===== config.mk =====
export PLATFORM = sky130hd
export DESIGN_NAME = spisw_top
export DESIGN_NICKNAME = d
export VERILOG_FILES = /design/src/rtl/spisw_pkg.sv /design/src/rtl/spisw_sync.sv /design/src/rtl/spisw_shift.sv /design/src/rtl/spisw_regs.sv /design/src/rtl/spisw_top.sv
export SDC_FILE = /design/constraint.sdc
export NUM_CORES = 1
export LEC_CHECK = 0
export ABC_AREA = 1
export BUFFER_PORTS_ARGS = -buffer_cell sky130_fd_sc_hd__buf_2
export CORE_MARGIN = 2
export CORE_UTILIZATION = 35
export CTS_CLUSTER_DIAMETER = 60
export CTS_CLUSTER_SIZE = 25
export DETAILED_ROUTE_END_ITERATION = 7
export SYNTH_ARGS = -nofsm -noshare
export SYNTH_HDL_FRONTEND = slang
export SYNTH_SLANG_ARGS = --single-unit

===== constraint.sdc =====
create_clock -name clk -period 2.9 [get_ports clk]
set_input_delay 0.29 -clock clk [delete_from_list [all_inputs] [get_ports clk]]
set_output_delay 0.29 -clock clk [all_outputs]
set_load 0.02 [all_outputs]

===== src/rtl/spisw_pkg.sv =====
package spisw_pkg;

    localparam int WORD_W  = 16;
    localparam int ADDR_W  = 5;
    localparam int DATA_W  = 8;
    localparam int NUM_CH  = 4;
    localparam int SEL_W   = 2;
    localparam int WSEL_W  = 2;
    localparam int CNT_W   = $clog2(WORD_W);

    localparam logic [ADDR_W-1:0] A_NOP   = 5'd0;
    localparam logic [ADDR_W-1:0] A_STSEL = 5'd1;
    localparam logic [ADDR_W-1:0] A_CHEN  = 5'd2;
    localparam logic [ADDR_W-1:0] A_CFG   = 5'd3;
    localparam logic [ADDR_W-1:0] A_WDOG  = 5'd4;

    typedef struct packed {
        logic              wd;
        logic [1:0]        rsv;
        logic [ADDR_W-1:0] addr;
        logic [DATA_W-1:0] data;
    } cmd_t;

    typedef struct packed {
        logic              wd;
        logic              uv;
        logic              ov;
        logic [ADDR_W-1:0] addr;
        logic [NUM_CH-1:0] fault;
        logic [3:0]        nib;
    } status_t;

    typedef enum logic [SEL_W-1:0] {
        SEL_CHEN  = 2'd0,
        SEL_CFGLO = 2'd1,
        SEL_CFGHI = 2'd2,
        SEL_WDOG  = 2'd3
    } sel_e;

    function automatic logic is_mapped(input logic [ADDR_W-1:0] a);
        return (a == A_STSEL) || (a == A_CHEN) || (a == A_CFG) || (a == A_WDOG);
    endfunction

    function automatic logic [3:0] pick_nibble(
        input sel_e               sel,
        input logic [NUM_CH-1:0]  chen,
        input logic [DATA_W-1:0]  cfg,
        input logic [WSEL_W-1:0]  wsel
    );
        logic [3:0] n;
        case (sel)
            SEL_CHEN:  n = chen;
            SEL_CFGLO: n = cfg[3:0];
            SEL_CFGHI: n = cfg[7:4];
            default:   n = {2'b00, wsel};
        endcase
        return n;
    endfunction

endpackage


===== src/rtl/spisw_sync.sv =====
module spisw_sync #(
    parameter int          N       = 3,
    parameter int          STAGES  = 2,
    parameter logic [N-1:0] RST_VAL = '0
) (
    input  logic         clk,
    input  logic         rst,
    input  logic [N-1:0] din,
    output logic [N-1:0] dout,
    output logic [N-1:0] rise,
    output logic [N-1:0] fall
);
    for (genvar b = 0; b < N; b++) begin : g_bit
        logic [STAGES:0] chain;
        always_ff @(posedge clk) begin
            if (rst) chain <= {(STAGES+1){RST_VAL[b]}};
            else     chain <= {chain[STAGES-1:0], din[b]};
        end
        assign dout[b] = chain[STAGES-1];
        assign rise[b] = chain[STAGES-1] & ~chain[STAGES];
        assign fall[b] = ~chain[STAGES-1] & chain[STAGES];
    end
endmodule


===== src/rtl/spisw_shift.sv =====
module spisw_shift
    import spisw_pkg::*;
(
    input  logic              clk,
    input  logic              rst,
    input  logic              sclk_rise,
    input  logic              sclk_fall,
    input  logic              cs_fall,
    input  logic              cs_rise,
    input  logic              cs_low,
    input  logic              si_s,
    input  logic [WORD_W-1:0] load_word,
    output logic              so_q,
    output logic [WORD_W-1:0] rx_word,
    output logic              commit
);
    logic [WORD_W-1:0] sr;
    logic [CNT_W-1:0]  cnt;
    logic              got_bits;
    logic              len_ok;

    assign len_ok = got_bits && (cnt == '0);

    always_ff @(posedge clk) begin
        if (rst) begin
            sr       <= '0;
            so_q     <= 1'b0;
            cnt      <= '0;
            got_bits <= 1'b0;
        end else if (cs_fall) begin
            sr       <= load_word;
            so_q     <= load_word[WORD_W-1];
            cnt      <= '0;
            got_bits <= 1'b0;
        end else if (cs_low) begin
            if (sclk_rise) so_q <= sr[WORD_W-1];
            if (sclk_fall) begin
                sr       <= {sr[WORD_W-2:0], si_s};
                cnt      <= cnt + 1'b1;
                got_bits <= 1'b1;
            end
        end
    end

    assign rx_word = sr;
    assign commit  = cs_rise && len_ok;
endmodule


===== src/rtl/spisw_regs.sv =====
module spisw_regs
    import spisw_pkg::*;
(
    input  logic              clk,
    input  logic              rst,
    input  logic              commit,
    input  cmd_t              cmd,
    input  logic              cs_fall,
    input  logic              uv_evt,
    input  logic              ov_evt,
    input  logic [NUM_CH-1:0] ch_fault,
    output status_t           status,
    output logic              wr_en,
    output logic [ADDR_W-1:0] wr_addr,
    output logic [DATA_W-1:0] wr_data,
    output logic [NUM_CH-1:0] ch_enable,
    output logic [DATA_W-1:0] cfg_reg,
    output logic [WSEL_W-1:0] wdog_sel,
    output logic              wdog_bit
);
    sel_e              sel_q;
    logic [ADDR_W-1:0] last_addr;
    logic              uv_flag, ov_flag;
    logic              uv_rep, ov_rep;
    logic              unused_rsv;

    assign unused_rsv = ^cmd.rsv;

    always_comb begin
        status.wd    = wdog_bit;
        status.uv    = uv_flag;
        status.ov    = ov_flag;
        status.addr  = last_addr;
        status.fault = ch_fault;
        status.nib   = pick_nibble(sel_q, ch_enable, cfg_reg, wdog_sel);
    end

    // sticky flags: commit clears only what the snapshot reported
    always_ff @(posedge clk) begin
        if (rst) begin
            uv_flag <= 1'b0;
            ov_flag <= 1'b0;
            uv_rep  <= 1'b0;
            ov_rep  <= 1'b0;
        end else begin
            if (cs_fall) begin
                uv_rep <= uv_flag;
                ov_rep <= ov_flag;
            end
            if (commit) begin
                uv_flag <= (uv_flag & ~uv_rep) | uv_evt;
                ov_flag <= (ov_flag & ~ov_rep) | ov_evt;
            end else begin
                uv_flag <= uv_flag | uv_evt;
                ov_flag <= ov_flag | ov_evt;
            end
        end
    end

    always_ff @(posedge clk) begin
        if (rst) begin
            sel_q     <= SEL_CHEN;
            last_addr <= '0;
            wdog_bit  <= 1'b0;
            ch_enable <= '0;
            cfg_reg   <= '0;
            wdog_sel  <= '0;
            wr_en     <= 1'b0;
            wr_addr   <= '0;
            wr_data   <= '0;
        end else begin
            wr_en <= 1'b0;
            if (commit) begin
                last_addr <= cmd.addr;
                wdog_bit  <= cmd.wd;
                if (is_mapped(cmd.addr)) begin
                    wr_en   <= 1'b1;
                    wr_addr <= cmd.addr;
                    wr_data <= cmd.data;
                end
                case (cmd.addr)
                    A_STSEL: sel_q     <= sel_e'(cmd.data[SEL_W-1:0]);
                    A_CHEN:  ch_enable <= cmd.data[NUM_CH-1:0];
                    A_CFG:   cfg_reg   <= cmd.data;
                    A_WDOG:  wdog_sel  <= cmd.data[WSEL_W-1:0];
                    default: ;
                endcase
            end
        end
    end
endmodule


===== src/rtl/spisw_top.sv =====
module spisw_top
    import spisw_pkg::*;
(
    input  logic              clk,
    input  logic              rst,
    input  logic              sclk,
    input  logic              cs_n,
    input  logic              si,
    output logic              so,
    output logic              so_oe,
    input  logic              uv_evt,
    input  logic              ov_evt,
    input  logic [NUM_CH-1:0] ch_fault,
    output logic              wr_en,
    output logic [ADDR_W-1:0] wr_addr,
    output logic [DATA_W-1:0] wr_data,
    output logic [NUM_CH-1:0] ch_enable,
    output logic [DATA_W-1:0] cfg_reg,
    output logic [WSEL_W-1:0] wdog_sel,
    output logic              wdog_bit
);
    localparam int PIN_N = 3;
    localparam int P_SCLK = 2, P_CS = 1, P_SI = 0;

    logic [PIN_N-1:0]  pin_s, pin_r, pin_f;
    logic              commit;
    logic [WORD_W-1:0] rx_word;
    status_t           status;
    logic              unused_edges;

    spisw_sync #(.N(PIN_N), .STAGES(2), .RST_VAL(3'b010)) u_sync (
        .clk  (clk),
        .rst  (rst),
        .din  ({sclk, cs_n, si}),
        .dout (pin_s),
        .rise (pin_r),
        .fall (pin_f)
    );

    assign unused_edges = pin_r[P_SI] ^ pin_f[P_SI];

    spisw_shift u_shift (
        .clk       (clk),
        .rst       (rst),
        .sclk_rise (pin_r[P_SCLK]),
        .sclk_fall (pin_f[P_SCLK]),
        .cs_fall   (pin_f[P_CS]),
        .cs_rise   (pin_r[P_CS]),
        .cs_low    (~pin_s[P_CS]),
        .si_s      (pin_s[P_SI]),
        .load_word (status),
        .so_q      (so),
        .rx_word   (rx_word),
        .commit    (commit)
    );

    spisw_regs u_regs (
        .clk       (clk),
        .rst       (rst),
        .commit    (commit),
        .cmd       (cmd_t'(rx_word)),
        .cs_fall   (pin_f[P_CS]),
        .uv_evt    (uv_evt),
        .ov_evt    (ov_evt),
        .ch_fault  (ch_fault),
        .status    (status),
        .wr_en     (wr_en),
        .wr_addr   (wr_addr),
        .wr_data   (wr_data),
        .ch_enable (ch_enable),
        .cfg_reg   (cfg_reg),
        .wdog_sel  (wdog_sel),
        .wdog_bit  (wdog_bit)
    );

    assign so_oe = ~pin_s[P_CS];
endmodule


# Yosys cells after proc, flatten, opt, wreduce, memory -nomap -nowiden
# Index checks and enable logic that the tools add are counted.
# totals
reg_bits	70
inputBits	11
output_inout_bits	31
word_cells	74
# classes
n_addsub	1
n_eq_ne	7
muxes	10
bitwise_logic	17
reduce_logical	19
# ops
op	count
16-bit 2-to-1 mux	3
2-bit AND reduction	8
4-bit case mux with 3 select lines	1
5-bit by 2-bit equality test with 1-bit output, second input constant	2
1-bit NOT	7
1-bit AND	6
1-bit 2-to-1 mux	6
5-bit by 1-bit equality test with 1-bit output, second input constant	1
5-bit by 3-bit equality test with 1-bit output, second input constant	1
4-bit by 1-bit adder with 4-bit output, second input constant	1
4-bit zero test	1
1-bit OR	4
2-bit nonzero test	2
2-bit OR reduction	2
1-bit logical OR	3
2-bit by 1-bit equality test with 1-bit output, second input constant	1
2-bit equality test, second input constant	1
1-bit logical AND	2
2-bit zero test	1
2-bit by 1-bit inequality test with 1-bit output, second input constant	1

# Logic depth before layout (Yosys ltp)
# Gate-level depths: netlist of the first run.
# depth
depth_word	5
depth_mapped	10
mapped_depth_nobuf	8

# Cells and area by module
# A second synthesis of the first run with hierarchy kept.
# unflattened
hier_cells	424
hier_area_um2	3278.1
# by_module_without_submodules
module	instances	cells_per_inst	area_per_inst_um2	seq_area_each_um2
spisw_regs	1	222	1736.7	800.8
spisw_shift	1	161	1229.9	440.4
spisw_sync	1	40	307.8	180.2
spisw_top	1	1	3.8	0.0

# Worst setup path before layout of the first run
# No wires, ideal clock.
# synth_path
path_type	reg-to-reg
from	register u_shift.cnt[0]
to	register u_regs.cfg_reg[5]
setup_ns	0.113
arrival_ns	1.201
required_time_ns	2.787
path_slack_ns	1.586
stages_incl_launch_ff	9
path_buffers	1
synth_period_minus_slack_ns	1.314
path_cell_list	dfxtp_1 -> inv_1 -> ha_1 -> nand4_4 -> nor2_4 -> buf_6 -> nand2_1 -> nand2_1 -> nor2_1
# synth_via
elab_chain_cells	4
# synth_rtl
item	line	text
start: declaration	spisw_shift.sv:18	logic [CNT_W-1:0] cnt;
start signal: assignment	spisw_shift.sv:39	cnt <= cnt + 1'b1;
4-bit zero test	spisw_shift.sv:22	assign len_ok = got_bits && (cnt == '0);
1-bit logical AND	spisw_shift.sv:22	
1-bit logical AND	spisw_shift.sv:46	assign commit = cs_rise && len_ok;
2-bit AND reduction (no line)	n/a	
end signal: assignment	spisw_regs.sv:84	A_CFG: cfg_reg <= cmd.data;
end: declaration	spisw_regs.sv:17	output logic [DATA_W-1:0] cfg_reg,
# No other way between the ends.
# A chain may end at the register's enable or synchronous reset.

# Final worst setup path of the first run
# layout_path
from	register u_shift.cnt[0]
to	register u_regs.wdog_sel[1]
# layout_via
elab_chain_cells	4
# layout_rtl
item	line	text
4-bit zero test	spisw_shift.sv:22	
1-bit logical AND	spisw_shift.sv:22	
1-bit logical AND	spisw_shift.sv:46	
2-bit AND reduction (no line)	n/a	
end signal: assignment	spisw_regs.sv:85	A_WDOG: wdog_sel <= cmd.data[WSEL_W-1:0];
end: declaration	spisw_regs.sv:18	output logic [WSEL_W-1:0] wdog_sel,
# No other way between the ends.

==> reports/metrics.yaml, run 1 <==
run:
  drv_cap: 0
clock_tree:
  cts_tree: "done"
  cts.repair.resized: 0
  cts-root-buf: "clkbuf_8"
  cts.clk_slew.worst_paths_ns: 0.07
  h-tree-depth: 3
  clock_sinks: 70
  postCtsHoldBufs: 0
  clockBufferDepth: 2
  clk_latency_ns: 0.34
  cts_buffers: 9
  post_cts_buffers: 0
floorplanning:
  dieHeight_um: 95.7
  core-area_um2: 8180
  die_area_um2: 9150
  die_x_um: 95.7
  fp-row-count: 33
  initial_utilization_pct: 36.0
  ioPinCount: 42
grt:
  grtUsageTotal_pct: 15.4
  antenna_found_initial: 0
  grt_max_degree: 26
  grt_overflow_total: 0
  grt_pass1_vias: 2402
  grt_pass1_wl_mm: 10.8
synthesis:
  synth_seq_cells: 70
  synth_seq_area_share_pct: 47.6
  netlist_area_um2: 2940
  avgSynthCellArea_um2: 7.26
  synth_nets: 418
  synth_cell_types: 28
  syn_inst: 405
  yosys_warnings: 0
worst_setup_path:
  criticalPathCategory: "reg2reg"
  required_ns: 3.14
  end_kind: "flop"
  path_max_fanout: 20
  crit_arrival_ns: 2.22
  worst_setup_path_start_kind: "flop"
sta:
  fin_worst_skew_ns: 0.00737
  fin_crit_sh_pct: 68.4
  max_freq_mhz: 504
  rsz0062_at_grt: "false"
  finalSetupViolations: 0
  tightest_slew_ns: 0.844
  fin_crit_ns: 1.98
  setup_tns_ns: 0
  max_slew_margin_pct: 43.7
  slew_violations: 0
  holdWs_ns: 0.122
  hold_viol_final: 0
layout:
  fin_area_um2: 3390
  largest_reg_flops: 16
  final_common_cell: "nand2_1"
  layout.filler_cells: 866
  drive_gt1_share_pct: 16.4
  mostFrequentLayoutCells: "96 x nand2_1, 70 x dfxtp_1, 65 x nor2_1, 41 x buf_2, 32 x nand3_1"
  area_growth_syn_to_layout_pct: 15.4
  insertedDiodeCount: 0
  nNetsFinal: 453
  fin_cells: 550
power_and_ir_drop:
  clkPwrFrac_pct: 44.3
  ir_drop_mv: 0.228
  internal_power_mw: 1.51
  comb_power_share_pct: 4.5
  p_leak_nw: 1.43
  p_seq_share_pct: 51.2
  power.share.switching_pct: 21.8
  power.net_switching_mw: 0.421
  power_density_nw_per_um2: 569
route:
  route.detailed.drc: 0
  drtIter0Drc: 89
  viasPerCell: 4.71
  vias: 2590
  ant_nets: 0
  finalWirelength_mm: 6.57
  dr.pass1.iters: 4
  avgRoutedWirePerCell_um: 11.9
run_status:
  outcome: "finished, final reports clean"
place:
  dp.final_hpwl_mm: 4.64
  globalplace.congestion: 0.775
  dp_cells: 534
  io_buffer_count: 41
  dpl_cell_area_um2: 3180
min_path:
  min_path_type: "in2reg"
## final timing paths
path,startpoint,end,slack (ns),depth (start not counted)
setup / recovery,u_shift.cnt[0],u_regs.wdog_sel[1],0.92,7
hold / removal,cs_n,u_sync.g_bit[1].chain[0],0.12,2
setup reg to reg,u_shift.cnt[0],u_regs.wdog_sel[1],0.92,7
hold reg to reg,u_sync.g_bit[2].chain[0],u_sync.g_bit[2].chain[1],0.40,2
## per-stage QoR
step / setup WS [ns] / utilization [%] / total power, mW
global placement: 1.03 / 38.9 / 1.10
detailed placement: 0.940 / 38.9 / 1.10
CTS: 0.906 / 41.5 / 1.95
floorplan: 1.59 / - / 1.07
finish: 0.916 / 41.5 / 1.93
global route: 0.743 / 41.5 / 2.01
## cells in the mapped netlist
cell type / count / area, um2
a211oi_1: 1 / 7.51
a21oi_1: 30 / 150
a31oi_1: 8 / 50.1
buf_2: 4 / 20.0
buf_4: 4 / 30.0
buf_6: 4 / 45.0
clkbuf_1: 9 / 33.8
clkinv_1: 1 / 3.75
dfxtp_1: 70 / 1400
ha_1: 2 / 25.0
inv_1: 31 / 116
inv_2: 2 / 7.51
inv_4: 1 / 6.26
nand2_1: 96 / 360
nand2_2: 2 / 12.5
nand2_4: 1 / 11.3
nand3_1: 32 / 160
nand3_2: 1 / 10.0
nand3b_1: 1 / 7.51
nand4_1: 6 / 37.5
nand4_4: 1 / 21.3
nor2_1: 65 / 244
nor2_2: 3 / 18.8
nor2_4: 1 / 11.3
nor3_1: 5 / 25.0
o211ai_1: 1 / 7.51
o21ai_0: 21 / 105
or2_2: 2 / 12.5
## cells by family after synthesis
kind of cell	count (synthesis)	synth area share, %
compound gates	61	10.9
fa+ha+maj	2	0.851
buf+inv	56	8.93
flops	70	47.6
simple gates	216	31.7
## power groups by stage
stage               Clock, mW  Combinational, mW  Sequential (mW)
finish                  0.855             0.0869            0.989
global route            0.922             0.0992            0.990
CTS                     0.877             0.0882            0.989
detailed placement          0             0.0880             1.01
global placement            0             0.0865             1.01
floorplan                   0             0.0658             1.01
## layer usage
| metal | share of wire, % | global-route usage [%] | vias to the layer above |
|---|---|---|---|
| met5 | 0 | 0 | - |
| met4 | 2.1 | 7.62 | 0 |
| met3 | 3.8 | 3.56 | 12 |
| met2 | 45 | 25.1 | 47 |
| met1 | 49 | 19.1 | 1165 |
| li1 | - | - | 1366 |
## critical path, stage by stage (launching register included)
cell	delay, ns
dfxtp_1	0.33
inv_1	0.10
ha_1	0.22
nand2_1	0.08
nor2_2	0.68
nand2_1	0.21
o21ai_0	0.21
nor2_1	0.05
## area by class of cell
type                       instances  area (um2)  share of cell area, %
clock buffer                      12         145                   4.28
clock inverter                     4        70.1                   2.06
inverter                          35         134                   3.94
multi-input combinational        279        1280                   37.6
sequential                        70        1400                   41.3
tap                              105         131                   3.87
timing repair buffer              45         235                   6.93
No activity file was read; power rests on OpenSTA's default activity.
==> run 2: changes to the inputs <==
--- a/config.mk
+++ b/config.mk
@@ -5,7 +5,7 @@
 export SDC_FILE = /design/constraint.sdc
 export NUM_CORES = 1
 export LEC_CHECK = 0
-export ABC_AREA = 1
+export ABC_AREA = 0
 export BUFFER_PORTS_ARGS = -buffer_cell sky130_fd_sc_hd__buf_2
 export CORE_MARGIN = 2
 export CORE_UTILIZATION = 35
==> constraint.sdc (replaced) <==
create_clock -name clk -period 1.7 [get_ports clk]
set_input_delay 0.17 -clock clk [delete_from_list [all_inputs] [get_ports clk]]
set_output_delay 0.17 -clock clk [all_outputs]
set_load 0.02 [all_outputs]
==> reports/metrics.yaml, run 2 <==
run_status:
  outcome: "finished, final reports clean"  # unchanged
clock_tree:
  clockBufferDepth: 2  # unchanged
  cts.clk_slew.worst_paths_ns: 0.07  # about the same
  clk_latency_ns: 0.35  # was 0.34 ns
  cts_buffers: 9  # unchanged
  cts_tree: "done"  # unchanged
  cts-root-buf: "clkbuf_8"  # unchanged
  h-tree-depth: 3  # unchanged
  clock_sinks: 70  # unchanged
sta:
  fin_crit_ns: 1.55  # was 1.98 ns
  fin_worst_skew_ns: 0.00878  # was 0.00737 ns
  max_slew_margin_pct: 70.9  # was 43.7%
  finalSetupViolations: 0  # unchanged
  max_freq_mhz: 644  # was 504 MHz
  tightest_slew_ns: 0.432  # was 0.844 ns
  slew_violations: 0  # unchanged
  fin_crit_sh_pct: 91.3  # was 68.4%
  rsz0062_at_grt: "false"  # unchanged
  hold_viol_final: 0  # unchanged
synthesis:
  yosys_warnings: 0  # unchanged
  synthArstFlopShare_pct: 0  # unchanged
  synth_top_flop_cell: "dfxtp_1"  # unchanged
  yosysMostFrequentCell: "dfxtp_1"  # was nand2_1
  synth_top_area_cell: "dfxtp_1"  # unchanged
  synth.area.top_cells: "dfxtp_1 49%, mux2i_1 13%, nor2_1 8.5%, nor4_1 2.2%, o21ai_0 1.9%"  # was dfxtp_1 48%, nand2_1 12%, nor2_1 8.3%, nand3_1 5.4%, a21oi_1 5.1%
  synth_cell_types: 38  # was 28
  netlist_area_um2: 2840  # was 2940 um2
  synth_seq_area_share_pct: 49.4  # was 47.6%
  avgSynthCellArea_um2: 9.65  # was 7.26 um2
  synth_edf_count: 0  # unchanged
  synth_nets: 307  # was 418
  syn_inst: 294  # was 405
  yosysTopAreaCellShare_pct: 49.4  # was 47.6%
  synth_seq_cells: 70  # unchanged
  netlist_top_cells_count: "70 x dfxtp_1, 64 x nor2_1, 38 x mux2i_1"  # was 96 x nand2_1, 70 x dfxtp_1, 65 x nor2_1
grt:
  antenna_found_initial: 0  # unchanged
  grtUsageTotal_pct: 15.6  # was 15.4%
  grt_pass1_vias: 2219  # was 2402
  grt_max_degree: 24  # was 26
  grt_pass1_wl_mm: 10.7  # was 10.8 mm
  grt_overflow_total: 0  # unchanged
place:
  dp.final_hpwl_mm: 4.44  # was 4.64 mm
  dpl_cell_area_um2: 3230  # was 3180 um2
  dp_cells: 438  # was 534
  globalplace.congestion: 0.817  # was 0.775
  io_buffer_count: 41  # unchanged
layout:
  drive_gt1_share_pct: 26.3  # was 16.4%
  layout.filler_cells: 776  # was 866
  mostFrequentLayoutCells: "70 x dfxtp_1, 64 x nor2_1, 41 x buf_2, 38 x mux2i_1, 23 x buf_4"  # was 96 x nand2_1, 70 x dfxtp_1, 65 x nor2_1, 41 x buf_2, 32 x nand3_1
  insertedDiodeCount: 0  # unchanged
  fin_area_um2: 3490  # was 3390 um2
  nNetsFinal: 362  # was 453
  largest_reg_flops: 16  # unchanged
  fin_cells: 456  # was 550
  area_growth_syn_to_layout_pct: 23.1  # was 15.4%
  final_common_cell: "dfxtp_1"  # was nand2_1
worst_setup_path:
  worst_setup_path_start_kind: "flop"  # unchanged
  path_max_fanout: 10  # was 20
  end_kind: "flop"  # unchanged
  required_ns: 1.93  # was 3.14 ns
  crit_arrival_ns: 1.79  # was 2.22 ns
  criticalPathCategory: "reg2reg"  # unchanged
power_and_ir_drop:
  internal_power_mw: 2.61  # was 1.51 mW
  p_leak_nw: 1.58  # was 1.43 nW
  power.net_switching_mw: 0.747  # was 0.421 mW
  p_seq_share_pct: 50.8  # was 51.2%
  comb_power_share_pct: 5.1  # was 4.5%
  clkPwrFrac_pct: 44.1  # was 44.3%
  power.share.switching_pct: 22.2  # was 21.8%
  power_density_nw_per_um2: 961  # was 569 nW/um2
  ir_drop_mv: 0.622  # was 0.228 mV
floorplanning:
  die_area_um2: 8840  # was 9150 um2
  initial_utilization_pct: 36.3  # was 36.0%
  ioPinCount: 42  # unchanged
  core-area_um2: 7810  # was 8180 um2
  fp-row-count: 32  # was 33
  dieHeight_um: 94.0  # was 95.7 um
  die_x_um: 94.0  # was 95.7 um
route:
  drtIter0Drc: 98  # was 89
  vias: 2255  # was 2590
  route.detailed.drc: 0  # unchanged
  ant_nets: 0  # unchanged
  avgRoutedWirePerCell_um: 13.6  # was 11.9 um
  highest_layer: "met4"  # unchanged
  viasPerCell: 4.95  # was 4.71
  finalWirelength_mm: 6.21  # was 6.57 mm
  dr.pass1.iters: 4  # unchanged
  route.met3.wl_um: 318  # was 247 um
  dr_wl_met2_mm: 2.77  # was 2.98 mm
  met1Wirelength_mm: 3.02  # was 3.20 mm
min_path:
  min_path_type: "in2reg"  # unchanged
run:
  drv_cap: 0  # unchanged
[run 2: cell type report]
| class | count | area, um2 | share of cell area (%) |
|---|---|---|---|
| sequential | 70 | 1400 | 40.1 |
| multi-input combinational | 198 | 1320 | 37.8 |
| clock inverter | 6 | 85.1 | 2.44 |
| timing repair buffer | 66 | 408 | 11.7 |
| clock buffer | 10 | 138 | 3.94 |
| inverter | 4 | 15.0 | 0.430 |
| tap | 102 | 128 | 3.65 |
[run 2: cell families after synthesis]
kind of cell	count (synthesis)	share of synthesized area [%]
AO/OA/AOI/OAI	33	7.85
XOR/XNOR	3	0.926
adder cells (fa/ha/maj)	2	0.882
buffers and inverters	26	4.85
flip-flops	70	49.4
multiplexers	40	15.0
AND/OR/NAND/NOR	120	21.1
[run 2: metal layers]
metal | vias up | global-route usage [%]
met5 | - | 0
met4 | 0 | 6.52
met3 | 8 | 4.90
met2 | 45 | 23.9
met1 | 1065 | 20.2
li1 | 1137 | -
[run 2: path summary, 6_finish.rpt]
path | from | to | slack, ns | cells after the start
min | sclk | u_sync.g_bit[2].chain[0] | 0.03 | 2
min reg2reg | u_sync.g_bit[1].chain[0] | u_sync.g_bit[1].chain[1] | 0.41 | 1
max | u_shift.cnt[1] | u_regs.wr_addr[2] | 0.15 | 7
max reg2reg | u_shift.cnt[1] | u_regs.wr_addr[2] | 0.15 | 7
[run 2: repair_timing]
| item | CTS | global route |
|---|---|---|
| setup buffers | 0 | 1 |
| hold buffers | 1 | 0 |
| gates resized for setup | 1 | 2 |
| setup endpoints to repair | 1 | 13 |
| pin swaps | 0 | 1 |
| hold endpoints to repair | 1 | 0 |
[run 2: stage by stage]
stage | setup WS, ns | power (mW) | TNS, ns | hold WS (ns) | util [%]
floorplan | 0.0628 | 1.84 | 0 | 0.274 | -
global placement | 0.0742 | 1.91 | 0 | 0.358 | 41.4
detailed placement | -0.00558 | 1.91 | -0.00558 | 0.361 | 41.4
CTS | 0.0211 | 3.40 | 0 | 0.0146 | 44.5
global route | 0.0257 | 3.48 | 0 | 0.0340 | 44.7
finish | 0.147 | 3.36 | 0 | 0.0299 | 44.7
[run 2: power by group through the flow]
stage,combinational (mW),sequential (mW),clock [mW]
2_1_floorplan,0.113,1.73,0
3_3_place_gp,0.166,1.74,0
3_5_place_dp,0.168,1.74,0
4_1_cts,0.171,1.71,1.52
5_1_grt,0.193,1.71,1.58
6_report,0.171,1.71,1.48
[run 2: worst max-delay path: stages, from the launching register on]
cell and delay [ns]:
dfxtp_1 0.34, inv_1 0.06, ha_1 0.12, nor2b_2 0.19, o2111a_1 0.28, buf_4 0.22
mux2i_1 0.20, nor2_1 0.05
